## src/rtl/bts_pkg.sv

```systemverilog
package bts_pkg;

    typedef enum logic [1:0] {
        ST_OFF   = 2'd0,
        ST_PULSE = 2'd1,
        ST_GAP   = 2'd2
    } bts_state_e;

    function automatic int unsigned max3(input int unsigned a,
                                         input int unsigned b,
                                         input int unsigned c);
        int unsigned m;
        m = a;
        if (b > m) m = b;
        if (c > m) m = c;
        return m;
    endfunction

endpackage

```

## src/rtl/bts_timer.sv

```systemverilog
module bts_timer #(
    parameter int unsigned CW = 8
) (
    input  logic          clk,
    input  logic          rst_n,
    input  logic          load,
    input  logic [CW-1:0] load_val,
    output logic          zero
);
    logic [CW-1:0] count;

    always_ff @(posedge clk or negedge rst_n) begin
        if (!rst_n)               count <= '0;
        else if (load)            count <= load_val;
        else if (count != '0)     count <= count - 1'b1;
    end

    assign zero = (count == '0);

    // an expired timer stays at zero until reloaded
    a_r6_timer_no_wrap: assert property (@(posedge clk) disable iff (!rst_n)
        (!load && zero) |=> zero);

endmodule

```

## src/rtl/bts_ctrl.sv

```systemverilog
module bts_ctrl
    import bts_pkg::*;
#(
    parameter int unsigned PULSE_CYC = 4,
    parameter int unsigned NORM_GAP  = 40,
    parameter int unsigned WARN_GAP  = 10,
    parameter int unsigned CW        = 8
) (
    input  logic          clk,
    input  logic          rst_n,
    input  logic          pwr_good,
    input  logic          recov_done,
    input  logic          below_trip,
    input  logic          tmr_zero,
    output logic          load_en,
    output logic          tmr_load,
    output logic [CW-1:0] tmr_val,
    output logic          sample_stb
);
    localparam logic [CW-1:0] PULSE_LD = CW'(PULSE_CYC - 1);
    localparam logic [CW-1:0] NORM_LD  = CW'(NORM_GAP - 1);
    localparam logic [CW-1:0] WARN_LD  = CW'(WARN_GAP - 1);

    bts_state_e state, state_nx;

    // state register
    always_ff @(posedge clk or negedge rst_n) begin
        if (!rst_n) state <= ST_OFF;
        else        state <= state_nx;
    end

    // next state
    always_comb begin
        state_nx = state;
        unique case (state)
            ST_OFF:   if (pwr_good && recov_done) state_nx = ST_PULSE;  // START
            ST_PULSE: if (!pwr_good)              state_nx = ST_OFF;    // ABORT
                      else if (tmr_zero)          state_nx = ST_GAP;    // VERDICT
            ST_GAP:   if (!pwr_good)              state_nx = ST_OFF;    // ABORT
                      else if (tmr_zero)          state_nx = ST_PULSE;  // RETEST
            default:                              state_nx = ST_OFF;
        endcase
    end

    // outputs
    always_comb begin
        load_en    = 1'b0;
        tmr_load   = 1'b0;
        tmr_val    = PULSE_LD;
        sample_stb = 1'b0;
        unique case (state)
            ST_OFF: begin
                tmr_load = pwr_good && recov_done;
            end
            ST_PULSE: begin
                load_en = 1'b1;
                if (pwr_good && tmr_zero) begin
                    sample_stb = 1'b1;
                    tmr_load   = 1'b1;
                    tmr_val    = below_trip ? WARN_LD : NORM_LD;
                end
            end
            ST_GAP: begin
                tmr_load = pwr_good && tmr_zero;
            end
            default: ;
        endcase
    end

    // pulse age, used only by the checks below
    logic [CW-1:0] pulse_age;
    always_ff @(posedge clk or negedge rst_n) begin
        if (!rst_n)                 pulse_age <= '0;
        else if (state == ST_PULSE) pulse_age <= pulse_age + 1'b1;
        else                        pulse_age <= '0;
    end

    // a pulse never runs past its length
    a_r3_pulse_bounded: assert property (@(posedge clk) disable iff (!rst_n)
        (state == ST_PULSE) |-> (pulse_age < CW'(PULSE_CYC)));

    // leaving OFF requires a recovery pulse with good power
    a_r11_start_needs_recov: assert property (@(posedge clk) disable iff (!rst_n)
        (state == ST_PULSE && $past(state) == ST_OFF) |-> $past(recov_done && pwr_good));

    initial begin
        a_r7_gap_order: assert (PULSE_CYC >= 1 && WARN_GAP >= 1 && WARN_GAP <= NORM_GAP);
    end

endmodule

```

## src/rtl/bts_flag.sv

```systemverilog
module bts_flag (
    input  logic clk,
    input  logic rst_n,
    input  logic sample_stb,
    input  logic below_trip,
    output logic warn_n
);
    always_ff @(posedge clk or negedge rst_n) begin
        if (!rst_n)          warn_n <= 1'b1;
        else if (sample_stb) warn_n <= !below_trip;
    end
endmodule

```

## src/rtl/batt_test_sched.sv

```systemverilog
module batt_test_sched
    import bts_pkg::*;
#(
    parameter int unsigned PULSE_CYC = 1000,
    parameter int unsigned NORM_GAP  = 86_399_000,
    parameter int unsigned WARN_GAP  = 4_000
) (
    input  logic clk,
    input  logic rst_n,
    input  logic pwr_good,
    input  logic recov_done,
    input  logic below_trip,
    output logic load_en,
    output logic warn_n
);
    localparam int unsigned MAXV = max3(PULSE_CYC, NORM_GAP, WARN_GAP);
    localparam int unsigned CW   = $clog2(MAXV + 1);

    logic          tmr_load, tmr_zero, sample_stb;
    logic [CW-1:0] tmr_val;

    bts_ctrl #(
        .PULSE_CYC(PULSE_CYC), .NORM_GAP(NORM_GAP),
        .WARN_GAP(WARN_GAP), .CW(CW)
    ) u_ctrl (
        .clk(clk), .rst_n(rst_n), .pwr_good(pwr_good),
        .recov_done(recov_done), .below_trip(below_trip),
        .tmr_zero(tmr_zero), .load_en(load_en), .tmr_load(tmr_load),
        .tmr_val(tmr_val), .sample_stb(sample_stb)
    );

    bts_timer #(.CW(CW)) u_timer (
        .clk(clk), .rst_n(rst_n), .load(tmr_load),
        .load_val(tmr_val), .zero(tmr_zero)
    );

    bts_flag u_flag (
        .clk(clk), .rst_n(rst_n), .sample_stb(sample_stb),
        .below_trip(below_trip), .warn_n(warn_n)
    );

    // losing power removes the load on the next cycle
    a_r9_power_loss_stops_load: assert property (@(posedge clk) disable iff (!rst_n)
        !pwr_good |=> !load_en);

    // the warning only moves as a pulse ends under good power
    a_r4_warn_moves_at_pulse_end: assert property (@(posedge clk) disable iff (!rst_n)
        !$stable(warn_n) |-> ($past(load_en) && $past(pwr_good) && !load_en));

endmodule

```

## config.mk

```make
export PLATFORM = sky130hd
export DESIGN_NAME = batt_test_sched
export DESIGN_NICKNAME = d
export VERILOG_FILES = /design/src/rtl/bts_pkg.sv /design/src/rtl/bts_timer.sv /design/src/rtl/bts_ctrl.sv /design/src/rtl/bts_flag.sv /design/src/rtl/batt_test_sched.sv
export SDC_FILE = /design/constraint.sdc
export NUM_CORES = 1
export LEC_CHECK = 0
export ABC_AREA = 1
export BUFFER_PORTS_ARGS = -buffer_cell sky130_fd_sc_hd__buf_2
export CORE_ASPECT_RATIO = 1.25
export CORE_UTILIZATION = 58
export CTS_CLUSTER_SIZE = 14
export DETAILED_ROUTE_END_ITERATION = 6
export PLACE_DENSITY = 0.76
export SKIP_LAST_GASP = 1
export SLEW_MARGIN = 0
export SYNTH_ARGS = -nofsm -noshare
export SYNTH_HDL_FRONTEND = slang
export SYNTH_SLANG_ARGS = --single-unit
```

## constraint.sdc

```tcl
create_clock -name clk -period 2.2 [get_ports clk]
set_input_delay 0.66 -clock clk [delete_from_list [all_inputs] [get_ports clk]]
set_output_delay 0.66 -clock clk [all_outputs]
set_load 0.05 [all_outputs]
```

==> flow_summary.json, run 1 <==
{
  "dp_hpwl_mm": 2.74,
  "fin_crit_sh": 0.895,
  "drtAntennaViolNets": 0,
  "crit_required_ps": 2410,
  "final.setup_skew_ps": 7.57,
  "grt_use_met1": 0.320,
  "routed_via_density": 5.22,
  "tritoncts": "done",
  "cts.clk_slew.worst_paths_ps": 90,
  "nNetsFinal": 263,
  "relSlewSlack": 0.569,
  "diodes": 0,
  "n_fill_cell": 249,
  "post_cts_buffers": 0,
  "clk_latency_ps": 330,
  "clock_path_buffers": 2,
  "port_buffers": 6,
  "synth_ff_type": "dfrtp_1",
  "grt_util_all_layers": 0.259,
  "syn_inst": 241,
  "yosys_register_bits": 30,
  "top_level_ports": 7,
  "clock_sinks": 30,
  "clock.fmax_mhz": 508,
  "cts-root-buf": "clkbuf_4",
  "drv_slew": 0,
  "grt_pass1_vias": 1507,
  "hold_viol": 0,
  "antenna_found_initial": 0,
  "cts-hold-fix-buffers": 0,
  "postSynthAreaPerCell_sq_um": 7.75,
  "path_cells": "inv_1 > ha_1 > nand2_2 > nor2_8 > nand2_2 > nor2_4 > inv_2 > a21oi_1 > a21oi_1",
  "synthesis.nets": 251,
  "worstMarginPinSlew_ps": 646,
  "die_area_sq_um": 3450,
  "setup_ws_ps": 232,
  "powerDensity_nw_per_um2": 1140,
  "drt_wl_total_mm": 3.64,
  "synth_common_cells": "55 x nand2_1, 41 x nor2_1, 29 x dfrtp_1",
  "cts_max_level": 2,
  "synth-edff-count": 0,
  "die_h_um": 65.5,
  "grt_pass1_wl_mm": 6.50,
  "drt_iter0_markers": 47,
  "grt-busiest-layer": "met2",
  "detail_route.wl_per_cell_um": 12.5,
  "grt.overflow.total": 0,
  "std_cell_rows": 22,
  "crit_fanout": 14,
  "multi_input_area_sq_um": 998,
  "yosysTopAreaCell": "dfrtp_1",
  "layout-drive-gt1-share": 0.138,
  "die_x_um": 52.8,
  "ys_warn_count": 0,
  "grt_util_met2": 0.426,
  "synthArstFlopShare": 1.00,
  "setup_viol": 0,
  "hp-class": "in2async",
  "numCtsBuffers": 5,
  "grt_max_degree": 31,
  "synth_seq_area_share": 0.403,
  "rsz0062_at_grt": "false",
  "gp_congestion": 0.875,
  "cts_resized": 0,
  "crit_type": "reg2reg",
  "instances_no_fill": 290,
  "syn-cell-area_sq_um": 1870,
  "dp_cells": 282,
  "critical_path_arrival_ps": 2180,
  "critPathLaunchType": "flop",
  "yosysMostFrequentCell": "nand2_1",
  "drc": 0,
  "setup_tns_ps": 0,
  "cpMaxStageDelayCell": "dfrtp_1",
  "vias": 1515,
  "synth_top_cell_area_share": 0.388,
  "slowest_delay_ps": 380,
  "synth_area_leaders": "dfrtp_1 39%, nand2_1 11%, nor2_1 8.2%",
  "design.core.area_sq_um": 3000,
  "met3_usage": 0.0509,
  "areaGrowthSynthToFinish_pct": 7.77,
  "vdd_drop_max_v": 0.000661,
  "period_needed_ps": 1970,
  "p_leak_nw": 1.01,
  "cp-end-kind": "flop",
  "start_util": 0.623,
  "ff_latch_area_sq_um": 752,
  "firstDrtPassIters": 4,
  "status": "completed",
  "cap_viol_max_count": 0,
  "place_ws_ps": 230,
  "ys_types": 30
}
kinds of logic (layout without fill, tap and decap cells):
group / after synthesis / count (layout) / synth area share
AO/OA/AOI/OAI: 21 / 21 / 0.0630
buffers and inverters: 28 / 41 / 0.0630
flip-flops: 30 / 30 / 0.403
adder cells (fa/ha/maj): 5 / 5 / 0.0335
AND/OR/NAND/NOR: 136 / 136 / 0.340
XOR/XNOR: 21 / 21 / 0.0985
report_power, final:
part | internal [mW] | switching, mW | total, mW
Sequential | 0.730 | 0.160 | 0.891
Clock | 0.218 | 0.184 | 0.402
Combinational | 0.372 | 0.637 | 1.01
Total | 1.32 | 0.980 | 2.30
registers in the layout, summed over array words and instances (netlist names):
register	flops
u_timer.count	27
u_ctrl.state	2
u_flag.warn_n	1
cell usage in the layout (no fill, tap or decap), types with 3 or more instances in the layout:
cell type	instances
ha_1	5
nand2_1	55
clkbuf_4	5
xor2_1	13
o21ai_0	4
nand2_2	4
buf_2	6
xnor2_1	8
a21oi_1	12
nor2_1	41
nand3_1	13
nor3_1	8
dfrtp_1	29
inv_1	24
nor2_2	4
clkbuf_8	3
critical path: cells and delay by family (launching register included):
family / cells / cell delay (ps)
AO/OA/AOI/OAI: 2 / 360
flip-flops: 1 / 380
buffers and inverters: 2 / 270
adder cells (fa/ha/maj): 1 / 230
AND/OR/NAND/NOR: 4 / 620
stage by stage:
step                hold WS (ps)  utilization  cell area (sq um)  power (mW)
floorplan                    364            -               1870        1.70
global placement             473        0.645               1930        1.89
detailed placement           460        0.645               1930        1.90
CTS                          361        0.671               2010        2.32
global route                 392        0.671               2010        2.52
finish                       342        0.671               2010        2.30
layout make-up:
cell class / count / area share
repair buffers: 8 / 0.0224
clock buffers: 8 / 0.0392
flip-flops and latches: 30 / 0.374
multi-input cells: 183 / 0.496
inverters: 25 / 0.0466
well taps: 36 / 0.0224
per-layer routing:
layer	vias up	share of wire
met1	688	0.46
li1	789	-
met5	-	0
met3	8	0.042
met2	30	0.48
met4	0	0.021
path summary, 6_finish.rpt:
check / from / to / slack (ps) / cells past startpoint
max in group asynchronous: rst_n / u_timer.count[26] / 1430 / 1
setup / recovery: u_timer.count[0] / u_timer.count[9] / 230 / 9
setup reg to reg: u_timer.count[0] / u_timer.count[9] / 230 / 9
min in group clk: u_flag.warn_n / u_flag.warn_n / 470 / 2
hold / removal: rst_n / u_timer.count[12] / 340 / 1
hold reg to reg: u_flag.warn_n / u_flag.warn_n / 470 / 2
Note: power is estimated with default switching activity, not from simulation.
==> run 2: changes to the inputs <==
- SYNTH_HIERARCHICAL: unset -> 1
==> run 2 against run 1 <==
Against the previous run:
- the run now ends with negative setup slack left
- synthesized area rose by 25%
- global-route usage rose by 5.5 points
- maximum frequency fell by 12%
- synthesized cell count rose by 51%
- register-to-register slack got worse by 260 ps
- final area rose by 37%
- clock skew fell by 4.2 ps
- clock-buffer cell count fell by 3
- setup slack got worse by 260 ps
- critical endpoint is now u_timer/count[6]
- highest routed layer unchanged
==> flow_summary.json, run 2 <==
{
  "status": "finished, violations left",
  "failed_checks": "negative setup slack",
  "synth_common_cells": "132 x nand2_1, 49 x nor2_1, 37 x inv_1",
  "firstDrtPassIters": 6,
  "worstMarginPinSlew_ps": 702,
  "whs_ps": 414,
  "hp-class": "in2async",
  "yosys_register_bits": 30,
  "ys_warn_count": 6,
  "grt_use_met1": 0.367,
  "vias": 2358,
  "place_ws_ps": -42.8,
  "grt_util_met2": 0.543,
  "synth_seq_area_share": 0.322,
  "clock_sinks": 30,
  "ys_types": 28,
  "cp-end-kind": "flop",
  "clock_path_buffers": 2,
  "routed_via_density": 5.24,
  "drc": 0,
  "die_h_um": 73.0,
  "top_level_ports": 7,
  "r2r_end": "u_timer/count[6]",
  "clock.fmax_mhz": 449,
  "drt_wl_total_mm": 6.29,
  "fin_crit_sh": 1.01,
  "p_leak_nw": 1.44,
  "clk_latency_ps": 290,
  "grt_pass1_wl_mm": 10.1,
  "cap_viol_max_count": 0,
  "critical_path_arrival_ps": 2410,
  "setup_tns_ps": -100,
  "grt.overflow.total": 0,
  "cts-root-buf": "clkbuf_8",
  "die_x_um": 58.8,
  "grt_util_all_layers": 0.314,
  "met3_usage": 0.0585,
  "die_area_sq_um": 4290,
  "grt_pass1_vias": 2221,
  "synth_ff_type": "dfrtp_1",
  "powerDensity_nw_per_um2": 1180,
  "fin_area_sq_um": 2750,
  "crit-reg2reg-launch": "u_timer/count[1]",
  "gp_congestion": 0.894,
  "period_needed_ps": 2230,
  "drt_iter0_markers": 239,
  "critPathLaunchType": "flop",
  "drv_slew": 0,
  "cts.clk_slew.worst_paths_ps": 70,
  "detail_route.wl_per_cell_um": 14.0,
  "grt_max_degree": 31,
  "hold_viol": 0,
  "yosysTopAreaCell": "dfrtp_1",
  "setup_viol": 11,
  "vdd_drop_max_v": 0.000802,
  "cts-hold-fix-buffers": 0,
  "final_common_cell": "nand2_1",
  "synth_top_cell_area_share": 0.310,
  "port_buffers": 6,
  "final.setup_skew_ps": 3.41,
  "layout_common_cells": "128 x nand2_1, 45 x nor2_1, 35 x inv_1",
  "grt-busiest-layer": "met2",
  "diodes": 0,
  "synthArstFlopShare": 1.00,
  "cts_max_level": 2,
  "syn_inst": 364,
  "synth_area_leaders": "dfrtp_1 31%, nand2_1 21%, nor2_1 7.9%",
  "tritoncts": "done",
  "crit_required_ps": 2380,
  "dp_hpwl_mm": 3.92,
  "design.core.area_sq_um": 3820,
  "syn-cell-area_sq_um": 2340,
  "relSlewSlack": 0.532,
  "std_cell_rows": 25,
  "setup_ws_ps": -25.7,
  "crit_type": "reg2reg",
  "placed_area_sq_um": 2370,
  "antenna_found_initial": 0,
  "largest_register_ffs": 27,
  "start_util": 0.613,
  "numCtsBuffers": 5,
  "synth-edff-count": 0,
  "reg2reg_slack_ps": -30,
  "postSynthAreaPerCell_sq_um": 6.42,
  "rsz0062_at_grt": "true",
  "drtAntennaViolNets": 0,
  "ff_latch_area_sq_um": 753,
  "nNetsFinal": 405,
  "reg2reg_depth": 17,
  "areaGrowthSynthToFinish_pct": 17.7,
  "crit_fanout": 6,
  "multi_input_area_sq_um": 1330,
  "reg_top3": "u_timer/count (27), u_ctrl/state (2), u_flag/warn_n (1)",
  "yosysMostFrequentCell": "nand2_1",
  "utilization": 0.721,
  "layout-drive-gt1-share": 0.225,
  "n_fill_cell": 306,
  "top_register": "u_timer/count"
}
[run 2: changes by cell type in the layout (fill, tap and decap cells not counted), moves of 6 or more]
cell,delta
nand2_1,+73
buf_4,+31
conb_1,+11
inv_1,+11
a21oi_1,-9
xor2_1,-9
nand4_1,+8
nor3_1,-8
nand3_1,+7
o21ai_1,+6
[run 2: power by group]
part           switching, mW  internal [mW]
combinational           1.04          0.653
sequential             0.232          0.754
clock                  0.235          0.337
[run 2: cell families (layout without fill, tap and decap cells)]
| logic type | count (synthesis) | count (layout) | share of synthesized area |
|---|---|---|---|
| AND/OR/NAND/NOR | 231 | 231 | 0.428 |
| buffers and inverters | 68 | 91 | 0.150 |
| flip-flops | 30 | 30 | 0.322 |
| AO/OA/AOI/OAI | 21 | 21 | 0.0449 |
| XOR/XNOR | 7 | 7 | 0.0262 |
| adder cells (fa/ha/maj) | 5 | 5 | 0.0268 |
| other | 2 | 11 | 0.00321 |
[run 2: metal layers]
layer	up-vias	wire length, um	share of wire
met2	114	3150	0.50
li1	1147	-	-
met1	1072	2560	0.41
met4	0	224	0.036
met5	-	0	0
met3	25	353	0.056
[run 2: timing repair]
item                       4_1_cts  5_1_grt
setup buffers                   24        6
setup endpoints to repair       10       27
pin swaps                       10       11
gates resized for setup         12       12
hold endpoints to repair         0        0
[run 2: critical path: stages (launching register included)]
cell and delay (ps):
dfrtp_1 390, inv_2 80, ha_4 150, nand2_4 60
nor2_4 110, nand2_2 80, nor2_4 120, nand3_2 100
nor2_2 130, nand2_1 100, inv_2 70, nand2_2 50
a21oi_2 140, buf_6 170, buf_6 110, a21oi_1 40
o21ai_1 160, inv_1 50
[run 2: worst max path at each step]
stage          cells after the start             start                 to
2_1_floorplan                     17  u_timer/count[0]   u_timer/count[5]
3_5_place_dp                      17  u_timer/count[0]   u_timer/count[1]
6_report                          17  u_timer/count[1]   u_timer/count[6]
4_1_cts                           19  u_timer/count[1]  u_timer/count[26]
5_1_grt                           18  u_timer/count[1]   u_timer/count[0]
3_3_place_gp                      17  u_timer/count[0]   u_timer/count[0]
[run 2: layout make-up]
type | count | share of cell area
sequential | 30 | 0.274
clock buffer | 5 | 0.0250
tap | 54 | 0.0246
inverter | 40 | 0.0564
multi-input combinational | 275 | 0.483
clock inverter | 3 | 0.0164
timing repair buffer | 43 | 0.121
[run 2: stage by stage]
step	total power, mW	instances
final	3.25	450
after global routing	3.48	450
after CTS	3.09	448
after detailed placement	2.37	416
after global placement	2.34	416
after floorplan	2.01	373
